===== src/rtl/pcm_pkg.sv =====
package pcm_pkg;

    typedef enum logic {
        SYNC_SHORT = 1'b0,
        SYNC_LONG  = 1'b1
    } sync_mode_t;

    typedef enum logic [2:0] {
        TX_IDLE  = 3'd0,
        TX_ARMED = 3'd1,
        TX_SHIFT = 3'd2,
        TX_DRAIN = 3'd3,
        TX_HOLD  = 3'd4
    } tx_state_t;

    typedef enum logic {
        RX_IDLE    = 1'b0,
        RX_CAPTURE = 1'b1
    } rx_state_t;

endpackage


===== src/rtl/pcm_edge_sampler.sv =====
module pcm_edge_sampler #(
    parameter int N = 3
) (
    input  logic         clk,
    input  logic         rst_n,
    input  logic [N-1:0] raw,
    output logic [N-1:0] lvl,
    output logic [N-1:0] rise,
    output logic [N-1:0] fall
);
    logic [N-1:0] cur_q;
    logic [N-1:0] prev_q;

    always_ff @(posedge clk or negedge rst_n) begin
        if (!rst_n) begin
            cur_q  <= '0;
            prev_q <= '0;
        end else begin
            cur_q  <= raw;
            prev_q <= cur_q;
        end
    end

    always_comb begin
        lvl  = cur_q;
        rise = cur_q & ~prev_q;
        fall = ~cur_q & prev_q;
    end
endmodule


===== src/rtl/pcm_fs_meter.sv =====
module pcm_fs_meter #(
    parameter int CAP = 3,
    localparam int W = $clog2(CAP + 1)
) (
    input  logic         clk,
    input  logic         rst_n,
    input  logic         fs_lvl,
    input  logic         fs_rise,
    input  logic         fs_fall,
    input  logic         bclk_fall,
    output logic [W-1:0] width,
    output logic         done
);
    logic [W-1:0] cnt_q;

    // Counts falling bit-clock edges seen while sync is high, saturating at CAP
    always_ff @(posedge clk or negedge rst_n) begin
        if (!rst_n) begin
            cnt_q <= '0;
        end else if (fs_rise) begin
            cnt_q <= bclk_fall ? W'(1) : '0;
        end else if (bclk_fall && fs_lvl && (cnt_q < W'(CAP))) begin
            cnt_q <= cnt_q + W'(1);
        end
    end

    always_comb begin
        width = cnt_q;
        done  = fs_fall;
    end
endmodule


===== src/rtl/pcm_tx_engine.sv =====
module pcm_tx_engine
    import pcm_pkg::*;
#(
    parameter int WORD_W = 8,
    localparam int CNT_W = $clog2(WORD_W + 1)
) (
    input  logic              clk,
    input  logic              rst_n,
    input  logic              bclk_lvl,
    input  logic              bclk_rise,
    input  logic              bclk_fall,
    input  logic              fs_lvl,
    input  logic              fs_rise,
    input  sync_mode_t        mode_in,
    input  logic [WORD_W-1:0] word_in,
    output logic              oe,
    output logic              sdata
);
    localparam logic [CNT_W-1:0] LAST_RISE = CNT_W'(WORD_W - 1);

    tx_state_t         state_q, state_d;
    sync_mode_t        frame_mode_q;
    logic [WORD_W-1:0] shreg_q;
    logic [CNT_W-1:0]  rise_cnt_q;
    logic              do_load, do_start, do_shift;

    // State register
    always_ff @(posedge clk or negedge rst_n) begin
        if (!rst_n) state_q <= TX_IDLE;
        else        state_q <= state_d;
    end

    // Transitions
    always_comb begin
        state_d  = state_q;
        do_load  = 1'b0;
        do_start = 1'b0;
        do_shift = 1'b0;
        unique case (state_q)
            TX_IDLE: begin
                if (mode_in == SYNC_SHORT) begin
                    if (bclk_fall && fs_lvl) begin          // start-short
                        do_load = 1'b1;
                        state_d = TX_ARMED;
                    end
                end else if (fs_rise) begin
                    do_load = 1'b1;
                    if (bclk_lvl) begin                     // start-long-now
                        do_start = 1'b1;
                        state_d  = TX_SHIFT;
                    end else begin                          // start-long-late
                        state_d  = TX_ARMED;
                    end
                end
            end
            TX_ARMED: begin
                if (bclk_rise) begin                        // enable
                    do_start = 1'b1;
                    state_d  = TX_SHIFT;
                end
            end
            TX_SHIFT: begin
                if (bclk_rise) begin
                    do_shift = 1'b1;
                    if (rise_cnt_q == LAST_RISE) state_d = TX_DRAIN;  // last-bit
                end
            end
            TX_DRAIN: begin
                if (bclk_fall) begin
                    if (frame_mode_q == SYNC_LONG && fs_lvl) state_d = TX_HOLD;  // stretch
                    else                                     state_d = TX_IDLE;  // release
                end
            end
            TX_HOLD: begin
                if (!fs_lvl) state_d = TX_IDLE;             // sync-drop
            end
            default: state_d = TX_IDLE;
        endcase
    end

    // Datapath: word, frozen mode and rising-edge count
    always_ff @(posedge clk or negedge rst_n) begin
        if (!rst_n) begin
            shreg_q      <= '0;
            rise_cnt_q   <= '0;
            frame_mode_q <= SYNC_SHORT;
        end else begin
            if (do_load) begin
                shreg_q      <= word_in;
                frame_mode_q <= mode_in;
            end
            if (do_start) begin
                rise_cnt_q <= CNT_W'(1);
            end else if (do_shift) begin
                rise_cnt_q <= rise_cnt_q + CNT_W'(1);
                shreg_q    <= {shreg_q[WORD_W-2:0], 1'b0};
            end
        end
    end

    // Outputs
    always_comb begin
        oe    = (state_q == TX_SHIFT) || (state_q == TX_DRAIN) || (state_q == TX_HOLD);
        sdata = oe ? shreg_q[WORD_W-1] : 1'b0;
    end
endmodule


===== src/rtl/pcm_rx_engine.sv =====
module pcm_rx_engine
    import pcm_pkg::*;
#(
    parameter int WORD_W      = 8,
    parameter int MW          = 2,
    parameter int LOST_SYNC_W = 2,
    localparam int CNT_W = $clog2(WORD_W + 1)
) (
    input  logic              clk,
    input  logic              rst_n,
    input  logic              bclk_fall,
    input  logic              fs_lvl,
    input  logic              fs_rise,
    input  sync_mode_t        mode_in,
    input  logic              sdata,
    input  logic              meter_done,
    input  logic [MW-1:0]     meter_width,
    output logic [WORD_W-1:0] word,
    output logic              valid,
    output logic              lsb_lost
);
    localparam logic [CNT_W-1:0] LAST_BIT = CNT_W'(WORD_W - 1);

    rx_state_t         state_q, state_d;
    logic [WORD_W-1:0] shreg_q;
    logic [CNT_W-1:0]  cnt_q;
    logic              lost_pend_q;
    logic              do_arm, do_take, do_done;

    always_ff @(posedge clk or negedge rst_n) begin
        if (!rst_n) state_q <= RX_IDLE;
        else        state_q <= state_d;
    end

    always_comb begin
        state_d = state_q;
        do_arm  = 1'b0;
        do_take = 1'b0;
        do_done = 1'b0;
        unique case (state_q)
            RX_IDLE: begin
                if ((mode_in == SYNC_SHORT && bclk_fall && fs_lvl) ||
                    (mode_in == SYNC_LONG && fs_rise)) begin   // arm
                    do_arm  = 1'b1;
                    state_d = RX_CAPTURE;
                end
            end
            RX_CAPTURE: begin
                if (bclk_fall) begin
                    do_take = 1'b1;
                    if (cnt_q == LAST_BIT) begin               // complete
                        do_done = 1'b1;
                        state_d = RX_IDLE;
                    end
                end
            end
            default: state_d = RX_IDLE;
        endcase
    end

    // Shift register, bit count and lost-LSB bookkeeping for the frame
    always_ff @(posedge clk or negedge rst_n) begin
        if (!rst_n) begin
            shreg_q     <= '0;
            cnt_q       <= '0;
            lost_pend_q <= 1'b0;
        end else begin
            if (do_arm) cnt_q <= '0;
            else if (do_take) begin
                cnt_q   <= cnt_q + CNT_W'(1);
                shreg_q <= {shreg_q[WORD_W-2:0], sdata};
            end
            if (fs_rise)         lost_pend_q <= 1'b0;
            else if (meter_done) lost_pend_q <= (meter_width == MW'(LOST_SYNC_W));
        end
    end

    // Outputs
    always_ff @(posedge clk or negedge rst_n) begin
        if (!rst_n) begin
            word     <= '0;
            valid    <= 1'b0;
            lsb_lost <= 1'b0;
        end else begin
            valid <= do_done;
            if (do_done) begin
                word     <= {shreg_q[WORD_W-2:0], sdata};
                lsb_lost <= lost_pend_q;
            end
        end
    end
endmodule


===== src/rtl/pcm_serial_port.sv =====
module pcm_serial_port
    import pcm_pkg::*;
#(
    parameter int WORD_W      = 8,
    parameter int LONG_MIN    = 3,
    parameter int LOST_SYNC_W = 2
) (
    input  logic              clk,
    input  logic              rst_n,
    input  logic              bclk,
    input  logic              tx_fs,
    input  logic              rx_fs,
    input  logic              rx_sdata,
    input  logic [WORD_W-1:0] tx_word,
    output logic              tx_sdata,
    output logic              tx_oe,
    output logic              tx_slot_n,
    output logic [WORD_W-1:0] rx_word,
    output logic              rx_valid,
    output logic              rx_lsb_lost
);
    localparam int MW      = $clog2(LONG_MIN + 1);
    localparam int N_SYNC  = 2;
    localparam int IDX_TX  = 0;
    localparam int IDX_RX  = 1;

    logic [2:0] s_lvl, s_rise, s_fall;
    logic       bclk_lvl, bclk_rise, bclk_fall;
    logic       txfs_lvl, txfs_rise, txfs_fall;
    logic       rxfs_lvl, rxfs_rise;
    logic       rxd_q;
    sync_mode_t sync_mode;

    logic [N_SYNC-1:0] fs_lvl_v, fs_rise_v, fs_fall_v, meter_done;
    logic [MW-1:0]     meter_width [N_SYNC];

    pcm_edge_sampler #(.N(3)) u_sampler (
        .clk  (clk),
        .rst_n(rst_n),
        .raw  ({rx_fs, tx_fs, bclk}),
        .lvl  (s_lvl),
        .rise (s_rise),
        .fall (s_fall)
    );

    // Data sample aligned with the edge sampler's level stage
    always_ff @(posedge clk or negedge rst_n) begin
        if (!rst_n) rxd_q <= 1'b0;
        else        rxd_q <= rx_sdata;
    end

    always_comb begin
        bclk_lvl  = s_lvl[0];
        bclk_rise = s_rise[0];
        bclk_fall = s_fall[0];
        txfs_lvl  = s_lvl[1];
        txfs_rise = s_rise[1];
        txfs_fall = s_fall[1];
        rxfs_lvl  = s_lvl[2];
        rxfs_rise = s_rise[2];
        fs_lvl_v  = s_lvl[2:1];
        fs_rise_v = s_rise[2:1];
        fs_fall_v = s_fall[2:1];
    end

    generate
        for (genvar g = 0; g < N_SYNC; g++) begin : g_meter
            pcm_fs_meter #(.CAP(LONG_MIN)) u_meter (
                .clk      (clk),
                .rst_n    (rst_n),
                .fs_lvl   (fs_lvl_v[g]),
                .fs_rise  (fs_rise_v[g]),
                .fs_fall  (fs_fall_v[g]),
                .bclk_fall(bclk_fall),
                .width    (meter_width[g]),
                .done     (meter_done[g])
            );
        end
    endgenerate

    // Sync mode register: short after reset, reclassified at each transmit sync end
    always_ff @(posedge clk or negedge rst_n) begin
        if (!rst_n) begin
            sync_mode <= SYNC_SHORT;
        end else if (meter_done[IDX_TX]) begin
            if (meter_width[IDX_TX] == MW'(1))             sync_mode <= SYNC_SHORT;
            else if (meter_width[IDX_TX] >= MW'(LONG_MIN)) sync_mode <= SYNC_LONG;
        end
    end

    pcm_tx_engine #(.WORD_W(WORD_W)) u_tx (
        .clk      (clk),
        .rst_n    (rst_n),
        .bclk_lvl (bclk_lvl),
        .bclk_rise(bclk_rise),
        .bclk_fall(bclk_fall),
        .fs_lvl   (txfs_lvl),
        .fs_rise  (txfs_rise),
        .mode_in  (sync_mode),
        .word_in  (tx_word),
        .oe       (tx_oe),
        .sdata    (tx_sdata)
    );

    pcm_rx_engine #(.WORD_W(WORD_W), .MW(MW), .LOST_SYNC_W(LOST_SYNC_W)) u_rx (
        .clk        (clk),
        .rst_n      (rst_n),
        .bclk_fall  (bclk_fall),
        .fs_lvl     (rxfs_lvl),
        .fs_rise    (rxfs_rise),
        .mode_in    (sync_mode),
        .sdata      (rxd_q),
        .meter_done (meter_done[IDX_RX]),
        .meter_width(meter_width[IDX_RX]),
        .word       (rx_word),
        .valid      (rx_valid),
        .lsb_lost   (rx_lsb_lost)
    );

    assign tx_slot_n = ~tx_oe;
endmodule


===== config.mk =====
export PLATFORM = sky130hd
export DESIGN_NAME = pcm_serial_port
export DESIGN_NICKNAME = d
export VERILOG_FILES = /design/src/rtl/pcm_pkg.sv /design/src/rtl/pcm_edge_sampler.sv /design/src/rtl/pcm_fs_meter.sv /design/src/rtl/pcm_tx_engine.sv /design/src/rtl/pcm_rx_engine.sv /design/src/rtl/pcm_serial_port.sv
export SDC_FILE = /design/constraint.sdc
export NUM_CORES = 1
export LEC_CHECK = 0
export ABC_CLOCK_PERIOD_IN_PS = 2400
export BUFFER_PORTS_ARGS = -buffer_cell sky130_fd_sc_hd__buf_2
export CORE_MARGIN = 8
export CORE_UTILIZATION = 57
export CTS_CLUSTER_SIZE = 30
export DETAILED_ROUTE_END_ITERATION = 16
export PLACE_DENSITY_LB_ADDON = 0.15
export SKIP_CTS_REPAIR_TIMING = 1
export SLEW_MARGIN = 20
export SYNTH_ARGS = -nofsm -noshare
export SYNTH_HDL_FRONTEND = slang
export SYNTH_SLANG_ARGS = --single-unit

===== constraint.sdc =====
create_clock -name clk -period 2.4 [get_ports clk]
set_input_delay 0.24 -clock clk [delete_from_list [all_inputs] [get_ports clk]]
set_output_delay 0.24 -clock clk [all_outputs]
set_load 0.01 [all_outputs]

* After elaboration in Yosys (flattened, before gate mapping) *
Index checks and enable logic that the tools add are counted.
Widths: inputs -> output; s select.

word-level totals
  bits in registers = 51
  latch bits = 0
  bits in writable memories = 0
  bits in read-only memories = 0
  input port bits = 14
  logic and storage cells = 116
  memories kept = 0

cells by class
  add/sub/neg operators = 4
  multiply operators = 0
  div/mod/pow operators = 0
  order comparisons = 3
  eq/ne operators = 15
  shift-type cells = 0
  muxes and demuxes = 48
  bitwise operators = 8
  reductions and logical operators = 21

operator list
  operator             count
  $mux 3               9
  $mux 1               24
  $mux 8               3
  $mux 4               4
  $pmux 3 s5           1
  $reduce_bool 2->1    6
  $mux 2               5
  $add 4x1->4 const B  2
  $eq 4x3->1 const B   2
  $logic_and 1x1->1    8
  $ne 2x2->1 const B   4
  $reduce_and 7->1     1
  $and 3x3->3          2
  $eq 3x2->1 const B   2
  $ne 3x3->1 const B   2
  $not 3->3            2
  $add 2x1->2 const B  2
  $lt 2x2->1 const B   2
  $not 1->1            4
  $pmux 1 s2           2
  $reduce_and 2->1     2
  $eq 3x1->1 const B   1
  $eq 3x3->1 const B   1
  $logic_not 3->1      1
  5 further kinds      7

* Longest topological paths before layout *
Gate-level depths: netlist (run 1).

  depth after elaboration = 9
  mapped depth = 6
  mapped depth without buffers = 5

* By module *
A second synthesis (run 1) with hierarchy kept.

unflattened totals
  cells, all modules = 191
  area, all modules = 2356.0 sq um

by module, submodules not included
  module            times used  cells each  area each (sq um)
  pcm_rx_engine     1           64          943.4
  pcm_tx_engine     1           82          862.1
  pcm_fs_meter      2           14          137.6
  pcm_edge_sampler  1           12          202.7
  pcm_serial_port   1           5           72.6

* Least setup slack after synthesis (run 1) *
Ideal clock, no wire load.

  path type = register -> register
  start = reg u_tx.state_q[0]
  end = reg u_tx.shreg_q[1]
  library setup time = 0.137 ns
  arrival = 1.608 ns
  data required time = 2.263 ns
  path slack = 0.655 ns
  cell stages (with the launch flop) = 6
  cell sequence = dfrtp_1 > buf_6 > or4b_4 > a21oi_4 > mux2i_1 > a21oi_2

between the ends
  word-level cells in the longest chain between the ends = 5
  elaborated cells on any way between the ends = 9
  those cells by class = eq/ne (2); mux (6); reduce/logical (1)

RTL lines
  what                      line                 text
  start: declaration        pcm_tx_engine.sv:21  tx_state_t state_q, state_d;
  start signal: assignment  pcm_tx_engine.sv:30  else state_q <= state_d;
  $logic_not 3->1           pcm_tx_engine.sv:39  unique case (state_q)
  $mux 1                    pcm_tx_engine.sv:39
  $mux 8                    pcm_tx_engine.sv:88  if (do_load) begin
  $mux 8                    pcm_tx_engine.sv:94  end else if (do_shift) begin
  $mux 8 (*)                pcm_tx_engine.sv:92  if (do_start) begin
  end signal: assignment    pcm_tx_engine.sv:89  shreg_q <= word_in;
  end signal: assignment    pcm_tx_engine.sv:96  shreg_q <= {shreg_q[WORD_W-2:0], 1'b0};
  end: declaration          pcm_tx_engine.sv:23  logic [WORD_W-1:0] shreg_q;

Mark *: on every way between the ends. The rest lies on a longest branch, timed or not.
A chain may end at the register's enable or synchronous reset.

* Worst setup path after layout (run 1) *
  start = reg u_sampler.cur_q[1] (netlist: u_sampler.lvl[1])
  end = reg u_tx.shreg_q[2]

between the ends
  word-level cells in the longest chain between the ends = 7
  elaborated cells on any way between the ends = 12
  those cells by class = mux (10); bitwise (1); reduce/logical (1)

RTL lines
  what                                              line                                         text
  start: declaration                                pcm_edge_sampler.sv:11                       logic [N-1:0] cur_q;
  start signal: assignment                          pcm_edge_sampler.sv:19                       cur_q <= raw;
  $and 3x3->3 or $logic_and 1x1->1 (tied branches)  pcm_edge_sampler.sv:26, pcm_tx_engine.sv:42
  $mux 1 (on tied branches)                         pcm_tx_engine.sv:46, pcm_tx_engine.sv:42
  $mux 1                                            pcm_tx_engine.sv:41                          if (mode_in == SYNC_SHORT) begin
  $mux 1                                            pcm_tx_engine.sv:39
  $mux 8                                            pcm_tx_engine.sv:88
  $mux 8                                            pcm_tx_engine.sv:94
  $mux 8 (*)                                        pcm_tx_engine.sv:92

Marked as above.

==> results.cfg, run 1 <==
[drt]
wirelength_um = 4220
drc_errors = 0
postRouteAntennaNets = 0
drtIter0Drc = 107
wl_per_cell_um = 15.0
drt-vias-per-instance = 5.54
first_pass_iters = 4
dr_total_vias = 1563

[placement]
hpwl_um = 3070
gp_congestion = 0.810
port-buffer-count = 26

[timing]
drv_slew = 0
clock.fmax_mhz = 519
period_share_pct = 80.2
worstMarginPinSlew_ns = 0.579
post-route-min-period_ns = 1.93
setup_violations = 0
finalSetupTns_ns = 0
skew_ns = 0.00869
hold_violations = 0
grt_setup_unrepaired = false
relSlewSlack_pct = 60.9

[yosys]
synth_cell_types = 42
synth-seq-cells = 51
synthTopCellsByArea = dfrtp_1 (54%), mux2_2 (7.7%), mux2i_1 (3.8%)
ys_warn_count = 0
synth_edf_count = 0
yosysMostFrequentCell = dfrtp_1
yosys.area.top_type = dfrtp_1
syn-num-nets = 223
syn-cell-area_mm2 = 0.00234
synth_top_area_share_pct = 54.5
async_flop_share_pct = 100
synth_common_cells = dfrtp_1 (51), nor2_1 (18), mux2_2 (16), o21ai_0 (13), nand2_1 (11)
synth_cells = 202
avgSynthCellArea_um2 = 11.6
synth_flop_cell = dfrtp_1
seq_area_frac_synth_pct = 54.5

[cts]
cts_root_buf = clkbuf_8
cts_tree = built
clkTransAtPathRegs_ns = 0.09
clock-sinks = 51
cts_buffers = 5
clock_latency_ns = 0.30
htreeDepth = 2
clockBufferDepth = 2

[grt]
grt_pass1_vias = 1559
grt_remaining_overflow = 0
gr-usage-all-layers_pct = 14.4
grt_start_max_net_pins = 52
grt_pass1_wl_um = 7260
antenna_found_initial = 0

[final_layout]
insertedDiodeCount = 0
multi_input_comb_area_mm2 = 0.00100
drive_above_1_share_pct = 26.3
syn2layout_area_growth_pct = 12.2
nets = 252
fill_cells = 324
register_area_mm2 = 0.00128

[floorplan]
coreArea_mm2 = 0.00397
ioPinCount = 27
die_x_um = 80.1
num_rows = 23
die-area_mm2 = 0.00642
initial_core_util_pct = 59.0
die_height_um = 80.1

[critical_path]
path_cells = or4b_4, a21oi_4, mux2i_1, a21oi_2
critPathKind = reg -> reg
worstPathArrival_ns = 2.10
setup.worst_path.start_class = flip-flop
end_kind = flip-flop
cp_max_fo = 13
cp_slowest_stage_delay_ns = 0.57
slowest_stage = dfrtp_1
worstPathRequired_ns = 2.57

[power_and_ir_drop]
leakage_nw = 1.23
finalPower_mw = 2.67
ir_worst_vdd_mv = 0.515
p_per_area_mw_per_mm2 = 1010

[status]
status = finished clean

[hold_path]
hold_path.class = in -> reg

[job]
maxCapViolations = 0
sequential cells by signal, summed over array words and instances (netlist names):
| register | flops |
|---|---|
| u_sampler.lvl | 3 |
| u_rx.valid | 1 |
| u_tx.frame_mode_q | 1 |
| u_tx.shreg_q | 8 |
| u_rx.cnt_q | 4 |
| u_rx.shreg_q | 7 |
| u_rx.state_q | 1 |
| u_sampler.prev_q | 3 |
| g_meter.u_meter.width | 4 |
| u_rx.lost_pend_q | 1 |
| u_rx.word | 8 |
| u_rx.lsb_lost | 1 |
| u_tx.rise_cnt_q | 4 |
| u_tx.state_q | 3 |
| rxd_q | 1 |
| sync_mode | 1 |
final cells by class:
class | instances | share of cell area (%)
Clock inverter | 3 | 0.857
Sequential cell | 51 | 48.6
Timing Repair Buffer | 29 | 6.38
Multi-Input combinational cell | 137 | 38.2
Tap cell | 50 | 2.38
Inverter | 7 | 1.00
Clock buffer | 5 | 2.62
placed cells by master (no fill, tap or decap), types with 2 or more instances in the layout:
cell type | Yosys | final
nand2b_1 | 6 | 6
or3_1 | 2 | 2
mux2i_1 | 9 | 9
nor2_1 | 18 | 18
a21oi_2 | 4 | 4
a32o_1 | 2 | 2
a21oi_1 | 10 | 10
o31ai_1 | 2 | 2
ha_1 | 7 | 7
nor3b_1 | 2 | 2
xnor2_1 | 2 | 2
nand3_1 | 6 | 6
nor2b_1 | 4 | 4
mux2_2 | 16 | 16
xor2_1 | 4 | 4
buf_2 | 2 | 26
dfrtp_1 | 51 | 51
o21ai_0 | 13 | 13
nand2_1 | 11 | 11
clkbuf_8 | 0 | 5
inv_1 | 7 | 7
layer usage:
| layer | track usage [%] | part of all wire (%) | vias to the layer above |
|---|---|---|---|
| li1 | - | - | 765 |
| met4 | 5.45 | 1.1 | 0 |
| met3 | 4.58 | 5.0 | 5 |
| met1 | 19.5 | 46 | 766 |
| met5 | 0 | 0 | - |
| met2 | 20.9 | 48 | 27 |
power by group:
part | switching, mW | internal [mW]
Combinational | 0.393 | 0.405
Sequential | 0.232 | 1.14
Clock | 0.287 | 0.209
through the flow:
stage,hold slack (ns),area [um2],setup slack [ns],util [%],instances
2_1_floorplan,-0.0556,2340,0.655,-,202
3_3_place_gp,0.246,2530,0.552,63.6,273
3_5_place_dp,0.250,2530,0.492,63.6,273
4_1_cts,-0.0872,2620,0.473,65.9,281
5_1_grt,0.0119,2630,0.303,66.2,282
6_report,0.0384,2630,0.474,66.2,282
path summary, 6_finish.rpt:
| kind | startpoint | endpoint | slack (ns) | depth (start not counted) |
|---|---|---|---|---|
| setup / recovery | u_sampler.lvl[1] | u_tx.shreg_q[2] | 0.47 | 4 |
| hold / removal | rx_sdata | rxd_q | 0.04 | 1 |
| setup reg to reg | u_sampler.lvl[1] | u_tx.shreg_q[2] | 0.47 | 4 |
| hold reg to reg | u_sampler.lvl[2] | u_sampler.prev_q[2] | 0.46 | 0 |
| max in group asynchronous | rst_n | g_meter[1].u_meter.width[0] | 1.73 | 3 |
| min in group asynchronous | rst_n | u_rx.word[7] | 0.44 | 3 |
kinds of logic after synthesis:
family	Yosys count	share of synthesized area (%)
AND/OR/NAND/NOR	61	14.6
flip-flops	51	54.5
AO/OA/AOI/OAI	38	10.7
multiplexers	25	11.5
buffers and inverters	14	2.67
adder cells (fa/ha/maj)	7	3.74
XOR/XNOR	6	2.24
critical path: cells and delay by family, from the launching register on:
kind	cells	cell delay [ns]
AOI/OAI and AO/OA	2	0.40
and+or+nand+nor	1	0.55
DFF	1	0.57
muxes	1	0.27
(Power assumes the default switching activity.)
==> inputs of run 2 (changes only) <==
- ABC_CLOCK_PERIOD_IN_PS: 2400 -> 1700
- CORE_UTILIZATION: 57 -> 52
- clock period: 2.4 -> 1.7 ns (I/O delays scaled with it)
==> run 2 against run 1 <==
Effect of this change: combinational power up 70%; clock skew up 0.00086 ns; total power up 49%; global-route usage down 0.80 points; cell count up 6.4%; flip-flop and latch count unchanged; sequential power up 39%; die area up 7.7%; setup slack worse by 0.45 ns; worst hold slack better by 0.079 ns; highest routed layer unchanged.
==> results.cfg, run 2 (synthesized netlist as in run 1, its figures left out) <==
[cts]
cts_buffers = 5
cts_root_buf = clkbuf_8
clockBufferDepth = 2
cts_tree = built
htreeDepth = 2
clock_latency_ns = 0.31
clock-sinks = 51
clkTransAtPathRegs_ns = 0.10

[timing]
skew_ns = 0.00956
relSlewSlack_pct = 71.9
drv_slew = 0
finalSetupTns_ns = 0
post-route-min-period_ns = 1.68
setup_violations = 0
grt_setup_unrepaired = true
hold_violations = 0
period_share_pct = 98.8
worstMarginPinSlew_ns = 0.415
clock.fmax_mhz = 596

[critical_path]
slowest_stage = or4b_4
cp_slowest_stage_delay_ns = 0.56
setup.worst_path.start_class = flip-flop
cp_max_fo = 8
path_cells = or4b_4, a21oi_4, buf_12, mux2i_1, a21oi_2
worstPathRequired_ns = 1.90
critPathKind = reg -> reg
end_kind = flip-flop
worstPathArrival_ns = 1.88

[status]
status = finished clean

[grt]
met2_usage_pct = 23.3
grt_remaining_overflow = 0
use_met3_pct = 4.39
grt_pass1_vias = 1748
antenna_found_initial = 0
grt_start_max_net_pins = 52
grt_pass1_wl_um = 7850
gr-usage-all-layers_pct = 13.6
gr-max-usage-layer = met2
grt_use_met1_pct = 15.1

[drt]
dr_total_vias = 1650
first_pass_iters = 4
wl_per_cell_um = 15.2
wirelength_um = 4570
drc_errors = 0
postRouteAntennaNets = 0
drtIter0Drc = 87
drt-vias-per-instance = 5.50

[floorplan]
die_height_um = 83.1
coreArea_mm2 = 0.00435
die_x_um = 83.1
ioPinCount = 27
initial_core_util_pct = 53.8
num_rows = 24
die-area_mm2 = 0.00691

[power_and_ir_drop]
leakage_nw = 1.32
finalPower_mw = 3.98
ir_worst_vdd_mv = 0.807
p_per_area_mw_per_mm2 = 1410

[placement]
gp_congestion = 0.813
hpwl_um = 3290
port-buffer-count = 26
dpl_cell_area_mm2 = 0.00264

[hold_path]
hold_path.class = in -> reg

[final_layout]
fill_cells = 323
syn2layout_area_growth_pct = 20.7
final_area_mm2 = 0.00283
final_common_cell = dfrtp_1
final_core_util_pct = 64.9
nets = 268
most-common-layout-cells = dfrtp_1 (51), buf_2 (26), nor2_1 (17), mux2_2 (16), o21ai_0 (13)
insertedDiodeCount = 0
drive_above_1_share_pct = 31.5
reg_top3 = u_rx.word x8, u_tx.shreg_q x8, u_rx.shreg_q x7

[job]
maxCapViolations = 0
run 2: changes by cell type in the layout (fill, tap and decap cells not counted):
cell           before  now
dlygate4sd3_1       1    5
nor2_1             18   17
a21oi_2             4    5
mux2i_4             0    2
mux2i_1             9    7
inv_6               1    2
nor4bb_1            1    0
buf_4               1   11
clkinv_2            1    0
a21oi_1            10    9
buf_12              1    3
nor2_2              0    1
nor4bb_2            0    1
run 2: path summary, 6_finish.rpt:
kind | endpoint | startpoint | cells after the start | slack, ns
min in group asynchronous | u_tx.frame_mode_q | rst_n | 3 | 0.35
min reg2reg | u_sampler.prev_q[2] | u_sampler.lvl[2] | 0 | 0.46
min | u_tx.shreg_q[0] | tx_word[0] | 3 | 0.12
max in group asynchronous | u_rx.shreg_q[1] | rst_n | 3 | 1.10
max | u_tx.shreg_q[1] | u_tx.state_q[2] | 5 | 0.02
max reg2reg | u_tx.shreg_q[1] | u_tx.state_q[2] | 5 | 0.02
run 2: critical path: cells and delay by family (launching register included):
family / cells / cell delay (ns)
AOI/OAI and AO/OA: 2 / 0.23
buffers and inverters: 1 / 0.15
DFF: 1 / 0.39
muxes: 1 / 0.22
and+or+nand+nor: 1 / 0.56
run 2: cell type report:
type	instances	area, um2	share of cell area, %
Tap cell	52	65.1	2.30
Inverter	7	26.3	0.930
Sequential cell	51	1280	45.2
Clock inverter	3	26.3	0.930
Multi-Input combinational cell	137	1040	36.8
Timing Repair Buffer	45	323	11.4
Clock buffer	5	68.8	2.43
run 2: power by group:
group	switching, mW	internal [mW]	leakage, nW
logic	0.655	0.700	0.631
clock network	0.425	0.303	0.0491
registers	0.287	1.61	0.637
total	1.37	2.61	1.32
run 2: through the flow:
stage | std cells | worst slack (ns) | hold WS, ns
after global routing | 300 | -0.0345 | 0.113
after CTS | 294 | 0.00774 | -0.167
after global placement | 286 | 0.0720 | 0.174
after detailed placement | 286 | 0.0324 | 0.178
final | 300 | 0.0212 | 0.117
after floorplan | 202 | -0.0452 | -0.126
run 2: metal layers:
metal	vias up	part of all wire (%)
met5	-	0
met3	6	4.4
met4	0	1.7
li1	800	-
met2	37	52
met1	807	42
==> inputs of run 3 (changes only) <==
--- a/config.mk
+++ b/config.mk
@@ -18,2 +18,3 @@
 export SYNTH_HDL_FRONTEND = slang
+export SYNTH_HIERARCHICAL = 1
 export SYNTH_SLANG_ARGS = --single-unit
==> constraint.sdc (replaced) <==
create_clock -name clk -period 1.7 [get_ports clk]
set_input_delay 0.085 -clock clk [delete_from_list [all_inputs] [get_ports clk]]
set_output_delay 0.085 -clock clk [all_outputs]
set_load 0.01 [all_outputs]
==> run 3 against run 2 <==
Effect of this change: first-iteration DRC count is 30% lower; total power is 1.9% lower; highest routed layer unchanged; via count is 4.2% lower.
==> results.cfg, run 3 <==
[status]
status = finished clean

[yosys]
async_flop_share_pct = 100
syn-cell-area_mm2 = 0.00236
syn-num-nets = 209
synthTopCellsByArea = dfrtp_1 (54%), mux2_2 (8.6%), mux2i_1 (3.8%)
synth_flop_cell = dfrtp_1
yosys.area.top_type = dfrtp_1
ys_warn_count = 6
seq_area_frac_synth_pct = 54.2
synth_edf_count = 0
synth-seq-cells = 51
yosysMostFrequentCell = dfrtp_1
synth_top_area_share_pct = 54.2
synth_common_cells = dfrtp_1 (51), mux2_2 (18), nor2_1 (14), nand2_1 (12), mux2i_1 (9)
synth_cell_types = 39
avgSynthCellArea_um2 = 12.3
synth_cells = 191

[critical_path]
worstPathRequired_ns = 1.90
end_kind = flip-flop
critPathKind = reg -> reg
cp_max_fo = 9
worstPathArrival_ns = 1.79
setup.worst_path.start_class = flip-flop

[timing]
finalSetupTns_ns = 0
post-route-min-period_ns = 1.60
skew_ns = 0.00335
setup_violations = 0
period_share_pct = 94.0
drv_slew = 0
clock.fmax_mhz = 626
hold_violations = 0
grt_setup_unrepaired = false
relSlewSlack_pct = 71.3
worstMarginPinSlew_ns = 0.431

[power_and_ir_drop]
leakage_nw = 1.29
finalPower_mw = 3.91
p_per_area_mw_per_mm2 = 1400
ir_worst_vdd_mv = 0.749

[placement]
hpwl_um = 3290
gp_congestion = 0.771
port-buffer-count = 26

[final_layout]
final_core_util_pct = 64.3
multi_input_comb_area_um2 = 993
drive_above_1_share_pct = 38.9
syn2layout_area_growth_pct = 18.8
insertedDiodeCount = 0
nets = 256
register_area_mm2 = 0.00128
final_common_cell = dfrtp_1
reg_top3 = u_rx/word x8, u_tx/shreg_q x8, u_rx/shreg_q x7
most-common-layout-cells = dfrtp_1 (51), buf_2 (26), mux2_2 (18), buf_4 (14), nor2_1 (14)
fill_cells = 351

[drt]
dr_total_vias = 1580
first_pass_iters = 4
drtIter0Drc = 61
wl_per_cell_um = 14.9
wirelength_um = 4340
drt-vias-per-instance = 5.43
postRouteAntennaNets = 0
drc_errors = 0

[floorplan]
die-area_mm2 = 0.00694
die_height_um = 83.3
coreArea_mm2 = 0.00435
ioPinCount = 27
num_rows = 24
die_x_um = 83.3
initial_core_util_pct = 54.1

[cts]
clock-sinks = 51
cts_root_buf = clkbuf_8
clock_latency_ns = 0.30
clkTransAtPathRegs_ns = 0.09
cts_tree = built
clockBufferDepth = 2
htreeDepth = 2
cts_buffers = 5

[hold_path]
hold_path.class = in -> reg

[grt]
grt_pass1_vias = 1678
grt_start_max_net_pins = 22
grt_remaining_overflow = 0
antenna_found_initial = 0
grt_pass1_wl_um = 7600
gr-usage-all-layers_pct = 13.3

[job]
maxCapViolations = 0
## run 3: final cells by class
class	instances	share of cell area (%)
clock buffers	5	2.46
clock inverters	3	1.56
inverters	7	0.939
multi-input cells	126	35.5
flip-flops and latches	51	45.6
well taps	52	2.32
repair buffers	47	11.6
## run 3: report_power, final
part	internal, mW	total, mW	leakage [nW]	switching, mW
Combinational	0.641	1.20	0.600	0.560
Clock	0.438	0.824	0.0581	0.386
Sequential	1.60	1.88	0.629	0.285
## run 3: worst max-delay path, cell delays in order, from the launching register on
cell	delay (ns)
dfrtp_1	0.39
and2b_4	0.30
nand3b_1	0.12
a21oi_2	0.20
buf_12	0.16
mux2i_1	0.24
a21oi_2	0.08
## run 3: cells by family after synthesis
| kind of cell | count (synthesis) | synth area share [%] |
|---|---|---|
| buffers and inverters | 14 | 3.72 |
| and+or+nand+nor | 61 | 16.2 |
| DFF | 51 | 54.2 |
| muxes | 28 | 13.1 |
| adders and majority gates | 4 | 2.12 |
| AOI/OAI and AO/OA | 29 | 9.24 |
| xor gates and xnor gates | 4 | 1.49 |
## run 3: path summary, 6_finish.rpt
path	slack (ns)	cells past startpoint	to	start
hold reg to reg	0.49	0	u_sampler/prev_q[2]	u_sampler/lvl[2]
max in group asynchronous	0.89	3	g_meter[0].u_meter/width[1]	rst_n
min in group asynchronous	0.24	2	u_rx/word[6]	rst_n
setup / recovery	0.10	6	u_tx/shreg_q[4]	u_sampler/lvl[0]
setup reg to reg	0.10	6	u_tx/shreg_q[4]	u_sampler/lvl[0]
hold / removal	0.03	3	u_tx/shreg_q[0]	tx_word[0]
## run 3: per-stage QoR
step                hold slack, ns  setup slack, ns  area [um2]  cells
CTS                         -0.287           0.0869        2750    286
finish                      0.0266            0.102        2800    291
floorplan                   -0.211           0.0222        2360    191
global route                0.0427          0.00834        2800    291
detailed placement          0.0483           0.0928        2640    278
global placement            0.0387            0.149        2640    278
## run 3: metal layers
| metal | global-route usage [%] | vias to the layer above | routed length (um) |
|---|---|---|---|
| met5 | 0 | - | 0 |
| met4 | 5.75 | 0 | 81 |
| met3 | 4.49 | 8 | 206 |
| met2 | 22.6 | 30 | 2250 |
| met1 | 14.7 | 779 | 1800 |
| li1 | - | 763 | - |
